## src/rtl/cwu_pkg.sv

```systemverilog
package cwu_pkg;

  typedef enum logic [1:0] {
    WK_PLAIN = 2'd0,
    WK_FAST  = 2'd1,
    WK_PHASE = 2'd2
  } wave_kind_e;

  typedef enum logic [1:0] {
    ACT_HOLD  = 2'd0,
    ACT_SET   = 2'd1,
    ACT_CLR   = 2'd2,
    ACT_TGL   = 2'd3
  } wave_act_e;

  localparam int unsigned WMODE_W = 3;
  localparam int unsigned OMODE_W = 2;

endpackage

```

## src/rtl/cwu_rst_sync.sv

```systemverilog
module cwu_rst_sync #(
  parameter int unsigned STAGES = 2
) (
  input  logic clk,
  input  logic rst_n,
  output logic rst_n_sync
);

  logic [STAGES-1:0] sync_q;
  logic [STAGES-1:0] sync_d;

  always_comb begin
    sync_d = {sync_q[STAGES-2:0], 1'b1};
  end

  always_ff @(posedge clk or negedge rst_n) begin
    if (!rst_n) sync_q <= '0;
    else        sync_q <= sync_d;
  end

  assign rst_n_sync = sync_q[STAGES-1];

endmodule

```

## src/rtl/cwu_mode_decode.sv

```systemverilog
module cwu_mode_decode
  import cwu_pkg::*;
#(
  parameter bit CHAN_A = 1'b1
) (
  input  logic [WMODE_W-1:0] wave_mode,
  output wave_kind_e         kind,
  output logic               pwm_tgl_ok
);

  always_comb begin
    if (!wave_mode[0])     kind = WK_PLAIN;
    else if (wave_mode[1]) kind = WK_FAST;
    else                   kind = WK_PHASE;
  end

  generate
    if (CHAN_A) begin : g_chan_a
      assign pwm_tgl_ok = wave_mode[2];
    end else begin : g_chan_b
      assign pwm_tgl_ok = 1'b0;
    end
  endgenerate

endmodule

```

## src/rtl/cwu_action_sel.sv

```systemverilog
module cwu_action_sel
  import cwu_pkg::*;
#(
  parameter int unsigned CNT_W = 8
) (
  input  logic               clk,
  input  logic               rst_n_sync,
  input  wave_kind_e         kind,
  input  logic               pwm_tgl_ok,
  input  logic [OMODE_W-1:0] out_mode,
  input  logic               tick_en,
  input  logic               match_pulse,
  input  logic               count_down,
  input  logic               at_bottom,
  input  logic               at_top,
  input  logic               force_cmp,
  input  logic [CNT_W-1:0]   cmp_val,
  input  logic [CNT_W-1:0]   top_val,
  output wave_act_e          act,
  output logic               own
);

  logic suppress;
  logic ev_match;
  logic ev_bottom;
  logic ev_top;

  assign suppress  = (cmp_val == top_val) && out_mode[1];
  assign ev_match  = tick_en && match_pulse;
  assign ev_bottom = tick_en && at_bottom;
  assign ev_top    = tick_en && at_top;

  always_comb begin
    own = 1'b1;
    if (out_mode == 2'b00) own = 1'b0;
    else if (out_mode == 2'b01 && kind != WK_PLAIN && !pwm_tgl_ok) own = 1'b0;
  end

  always_comb begin
    act = ACT_HOLD;
    unique case (kind)
      WK_PLAIN: begin
        if (ev_match || force_cmp) begin
          unique case (out_mode)
            2'b01:   act = ACT_TGL;
            2'b10:   act = ACT_CLR;
            2'b11:   act = ACT_SET;
            default: act = ACT_HOLD;
          endcase
        end
      end
      WK_FAST: begin
        if (out_mode[1]) begin
          if (ev_match && !suppress) act = out_mode[0] ? ACT_SET : ACT_CLR;
          else if (ev_bottom)        act = out_mode[0] ? ACT_CLR : ACT_SET;
        end else if (out_mode[0] && pwm_tgl_ok && ev_match) begin
          act = ACT_TGL;
        end
      end
      WK_PHASE: begin
        if (out_mode[1]) begin
          if (suppress) begin
            if (ev_top) act = out_mode[0] ? ACT_CLR : ACT_SET;
          end else if (ev_match) begin
            if (count_down) act = out_mode[0] ? ACT_CLR : ACT_SET;
            else            act = out_mode[0] ? ACT_SET : ACT_CLR;
          end
        end else if (out_mode[0] && pwm_tgl_ok && ev_match) begin
          act = ACT_TGL;
        end
      end
      default: act = ACT_HOLD;
    endcase
  end

  // an idle output field never claims the pin
  p_idle_field_no_own_r10: assert property (@(posedge clk) disable iff (!rst_n_sync)
    (out_mode == 2'b00) |-> !own);

  // a PWM mode never turns a lone force strobe into an action
  p_pwm_force_no_act_r8: assert property (@(posedge clk) disable iff (!rst_n_sync)
    (kind != WK_PLAIN && !tick_en && force_cmp) |-> (act == ACT_HOLD));

endmodule

```

## src/rtl/cwu_wave_reg.sv

```systemverilog
module cwu_wave_reg
  import cwu_pkg::*;
(
  input  logic      clk,
  input  logic      rst_n,
  input  wave_act_e act,
  output logic      wave_q
);

  logic wave_d;

  always_comb begin
    unique case (act)
      ACT_SET: wave_d = 1'b1;
      ACT_CLR: wave_d = 1'b0;
      ACT_TGL: wave_d = ~wave_q;
      default: wave_d = wave_q;
    endcase
  end

  always_ff @(posedge clk or negedge rst_n) begin
    if (!rst_n)                wave_q <= 1'b0;
    else if (act != ACT_HOLD)  wave_q <= wave_d;
  end

endmodule

```

## src/rtl/cmp_wave_unit.sv

```systemverilog
module cmp_wave_unit
  import cwu_pkg::*;
#(
  parameter int unsigned CNT_W  = 8,
  parameter bit          CHAN_A = 1'b1
) (
  input  logic               clk,
  input  logic               rst_n,
  input  logic               tick_en,
  input  logic               match_pulse,
  input  logic               count_down,
  input  logic               at_bottom,
  input  logic               at_top,
  input  logic [OMODE_W-1:0] out_mode,
  input  logic [WMODE_W-1:0] wave_mode,
  input  logic [CNT_W-1:0]   cmp_val,
  input  logic [CNT_W-1:0]   top_val,
  input  logic               force_cmp,
  output logic               wave_out,
  output logic               pin_own
);

  logic       rst_n_sync;
  wave_kind_e kind;
  logic       pwm_tgl_ok;
  wave_act_e  act;

  cwu_rst_sync #(.STAGES(2)) u_rst_sync (
    .clk        (clk),
    .rst_n      (rst_n),
    .rst_n_sync (rst_n_sync)
  );

  cwu_mode_decode #(.CHAN_A(CHAN_A)) u_decode (
    .wave_mode  (wave_mode),
    .kind       (kind),
    .pwm_tgl_ok (pwm_tgl_ok)
  );

  cwu_action_sel #(.CNT_W(CNT_W)) u_action (
    .clk         (clk),
    .rst_n_sync  (rst_n_sync),
    .kind        (kind),
    .pwm_tgl_ok  (pwm_tgl_ok),
    .out_mode    (out_mode),
    .tick_en     (tick_en),
    .match_pulse (match_pulse),
    .count_down  (count_down),
    .at_bottom   (at_bottom),
    .at_top      (at_top),
    .force_cmp   (force_cmp),
    .cmp_val     (cmp_val),
    .top_val     (top_val),
    .act         (act),
    .own         (pin_own)
  );

  cwu_wave_reg u_wave (
    .clk    (clk),
    .rst_n  (rst_n_sync),
    .act    (act),
    .wave_q (wave_out)
  );

  // no enable and no strobe means the level holds
  p_idle_hold_r9: assert property (@(posedge clk) disable iff (!rst_n_sync)
    (!tick_en && !force_cmp) |=> $stable(wave_out));

  // in PWM modes a force strobe alone leaves the level untouched
  p_pwm_force_stable_r8: assert property (@(posedge clk) disable iff (!rst_n_sync)
    (wave_mode[0] && !tick_en) |=> $stable(wave_out));

  // a forced set in a non-PWM mode drives the output high
  p_force_set_r7: assert property (@(posedge clk) disable iff (!rst_n_sync)
    (!wave_mode[0] && out_mode == 2'b11 && force_cmp) |=> wave_out);

  // fast PWM with compare at TOP ignores the match
  p_fast_suppress_r6: assert property (@(posedge clk) disable iff (!rst_n_sync)
    (wave_mode[1:0] == 2'b11 && out_mode[1] && cmp_val == top_val && !at_bottom)
    |=> $stable(wave_out));

endmodule

```

## config.mk

```make
export PLATFORM = sky130hd
export DESIGN_NAME = cmp_wave_unit
export DESIGN_NICKNAME = d
export VERILOG_FILES = /design/src/rtl/cwu_pkg.sv /design/src/rtl/cwu_rst_sync.sv /design/src/rtl/cwu_mode_decode.sv /design/src/rtl/cwu_action_sel.sv /design/src/rtl/cwu_wave_reg.sv /design/src/rtl/cmp_wave_unit.sv
export SDC_FILE = /design/constraint.sdc
export NUM_CORES = 1
export LEC_CHECK = 0
export BUFFER_PORTS_ARGS = -buffer_cell sky130_fd_sc_hd__buf_2
export CAP_MARGIN = 5
export CORE_AREA = 3 3 40 42
export CTS_CLUSTER_DIAMETER = 60
export DETAILED_ROUTE_END_ITERATION = 12
export DIE_AREA = 0 0 43 45
export PLACE_DENSITY = 0.72
export SLEW_MARGIN = 40
export SYNTH_ARGS = -nofsm -noshare
export SYNTH_HDL_FRONTEND = slang
export SYNTH_SLANG_ARGS = --single-unit
export TNS_END_PERCENT = 50
```

## constraint.sdc

```tcl
create_clock -name clk -period 0.8 [get_ports clk]
set_input_delay 0.04 -clock clk [delete_from_list [all_inputs] [get_ports clk]]
set_output_delay 0.04 -clock clk [all_outputs]
set_load 0.01 [all_outputs]
```

==> flow_metrics.tcl <==
set metrics [dict create \
    design.die.area_mm2 0.00194 \
    grt-ovfl-total 0 \
    drc 0 \
    fin_hold_ws_ns 0.000469 \
    multi_input_area_um2 437 \
    drt-pass1-iter-count 4 \
    avgSynthCellArea_um2 7.47 \
    antenna_found_initial 0 \
    start_util 0.395 \
    vias_per_cell 5.22 \
    cp-start-kind "input port" \
    syn_to_final_growth_pct 72.7 \
    fmax_mhz 676 \
    synthAdderAreaFrac 0.0739 \
    syn_inst 68 \
    synth_xor_area_frac 0.155 \
    p_leak_nw 0.413 \
    worstPathMaxFanout 5 \
    final_nets 151 \
    hpwl_mm 1.35 \
    final_util 0.683 \
    finClkSkew_ns 0.00397 \
    grt_max_degree 9 \
    drv_cap 0 \
    cts_sinks 3 \
    cts_max_level 1 \
    routed_wl_mm 1.61 \
    syn-num-nets 100 \
    cts_tree "built" \
    die_x_um 43 \
    fin_area_um2 877 \
    ys_ff_latch 3 \
    synth_mux_area_frac 0.0419 \
    synth_top_cell_by_area "dfrtp_1" \
    violations "negative setup slack" \
    hp-class "flip-flop to async pin" \
    drtIter0Drc 21 \
    synth_top_family_by_area "simple AND/OR/NAND/NOR gates" \
    grtUsageTotal 0.178 \
    wl_per_cell_um 12.1 \
    clockBufferDepth 2 \
    ys_warn_count 0 \
    synth_area_leaders "dfrtp_1 (15%), xor2_1 (14%), ha_1 (7.4%)" \
    num_vias 694 \
    peakVddDrop_mv 0.500 \
    io_pins 31 \
    worst_slack_ns -0.680 \
    coreArea_mm2 0.00128 \
    diodes 0 \
    fillers 111 \
    grt_pass1_vias 674 \
    p_per_area_mw_per_mm2 1130 \
    finalCriticalPeriod_ns 1.48 \
    end_kind "flip-flop" \
    clk_pin_slew_worst_paths_ns 0.04 \
    grt_pass1_wl_mm 2.66 \
    setup_viol 3 \
    synth_area_um2 508 \
    drv_slew 0 \
    outcome "finished, violations left" \
    synth.distinct_cells 30 \
    rows 13 \
    hold_violations 0 \
    clock_latency_ns 0.23 \
    die_h_um 45 \
    fin_setup_tns_ns -0.790 \
    worstSetupPathType "input port to flip-flop" \
    required_ns 0.90 \
    numCtsBuffers 3 \
    synth_top_area_share 0.148 \
    synth_simple_gate_area_share 0.426 \
    min_period_over_period 1.85 \
    drt.antenna.violating_nets 0 \
    place.gp.congestion 0.841 \
    drive_above_1_share 0.508 \
    placed_area_um2 807 \
    final_common_cell "buf_2" \
    root_buffer "clkbuf_4" \
    seqCellArea_um2 75.1 \
    final_cell_mix "buf_2 (27), buf_4 (15), nand2_1 (8), xor2_1 (8), nor2_1 (7)" \
    synth_compound_area_frac 0.118 \
    ys_seq_area_frac 0.148 \
    port_buffers 30 \
    rsz0062_at_grt "true" \
    worstPathArrival_ns 1.58 \
]
-- flip-flops by register name, summed over array words and instances, names as in the netlist --
| register | flops |
|---|---|
| u_wave.wave_q | 1 |
| u_rst_sync.sync_q | 2 |
-- critical path, stage by stage --
cell and delay [ns]:
buf_2 0.10, xor2_1 0.16, nor4_2 0.32, and2_4 0.23
nor4_2 0.04, o32a_1 0.31, or4_1 0.39
-- cell usage after synthesis (all sizes together) --
master  instances
nand2           8
xor2            8
nor2            7
nor4            5
nand4           4
nor3            4
dfrtp           3
ha              3
inv             3
nand3           3
a31oi           2
a211o           1
a211oi          1
a21oi           1
a311oi          1
and2            1
clkbuf          1
conb            1
mux2            1
mux2i           1
nand2b          1
nand3b          1
nand4b          1
nor4b           1
o21bai          1
o32a            1
or2b            1
or4             1
xnor2           1
-- per-stage QoR --
stage / power [mW] / std cells / setup WS [ns]
floorplan: 0.400 / 68 / -0.743
global placement: 0.642 / 128 / -0.882
detailed placement: 0.661 / 128 / -0.939
CTS: 0.988 / 133 / -0.691
global route: 1.06 / 133 / -0.758
finish: 0.990 / 133 / -0.680
-- layer usage --
layer	vias up	global-route usage	part of all wire
met5	-	0	0
met4	0	0.0361	0.012
met3	4	0.0120	0.061
met2	31	0.359	0.54
met1	308	0.203	0.39
li1	351	-	-
-- area by class of cell --
cell class | instances | area share
Inverter | 3 | 0.0157
Timing Repair Buffer | 47 | 0.350
Sequential cell | 3 | 0.0856
Multi-Input combinational cell | 61 | 0.498
Clock buffer | 4 | 0.0300
Tap cell | 15 | 0.0214
-- final timing paths --
| check | slack [ns] | endpoint | startpoint | cells after the start |
|---|---|---|---|---|
| worst max-delay path | -0.68 | u_wave.wave_q | top_val[7] | 7 |
| min in group clk | 0.35 | u_rst_sync.sync_q[1] | u_rst_sync.sync_q[0] | 0 |
| max in group asynchronous | 0.54 | u_rst_sync.sync_q[0] | rst_n | 2 |
| worst max register to register | -0.67 | u_wave.wave_q | u_wave.wave_q | 4 |
| worst min register to register | 0.0005 | u_wave.wave_q | u_rst_sync.sync_q[1] | 0 |
| worst min-delay path | 0.0005 | u_wave.wave_q | u_rst_sync.sync_q[1] | 0 |
-- repair_timing --
action / 4_1_cts / 5_1_grt
pin swaps: 1 / 5
setup endpoints to repair: 3 / 3
endpoints found under the hold margin: 2 / 0
hold buffers: 1 / 0
cloned: 0 / 0
buffers inserted: 0 / 0
gates resized for setup: 5 / 6
-- kinds of logic (layout without fill, tap and decap cells) --
kind of cell / Yosys count / after routing
flops: 3 / 3
mux: 2 / 2
other cells: 1 / 1
simple gates: 38 / 38
buf+inv: 4 / 54
xor+xnor: 9 / 9
fa+ha+maj: 3 / 3
compound gates: 8 / 8
-- power by group --
group / total, mW / internal (mW) / switching, mW
logic: 0.525 / 0.293 / 0.231
registers: 0.200 / 0.180 / 0.0197
clock network: 0.266 / 0.187 / 0.0791
(Power assumes the default switching activity.)
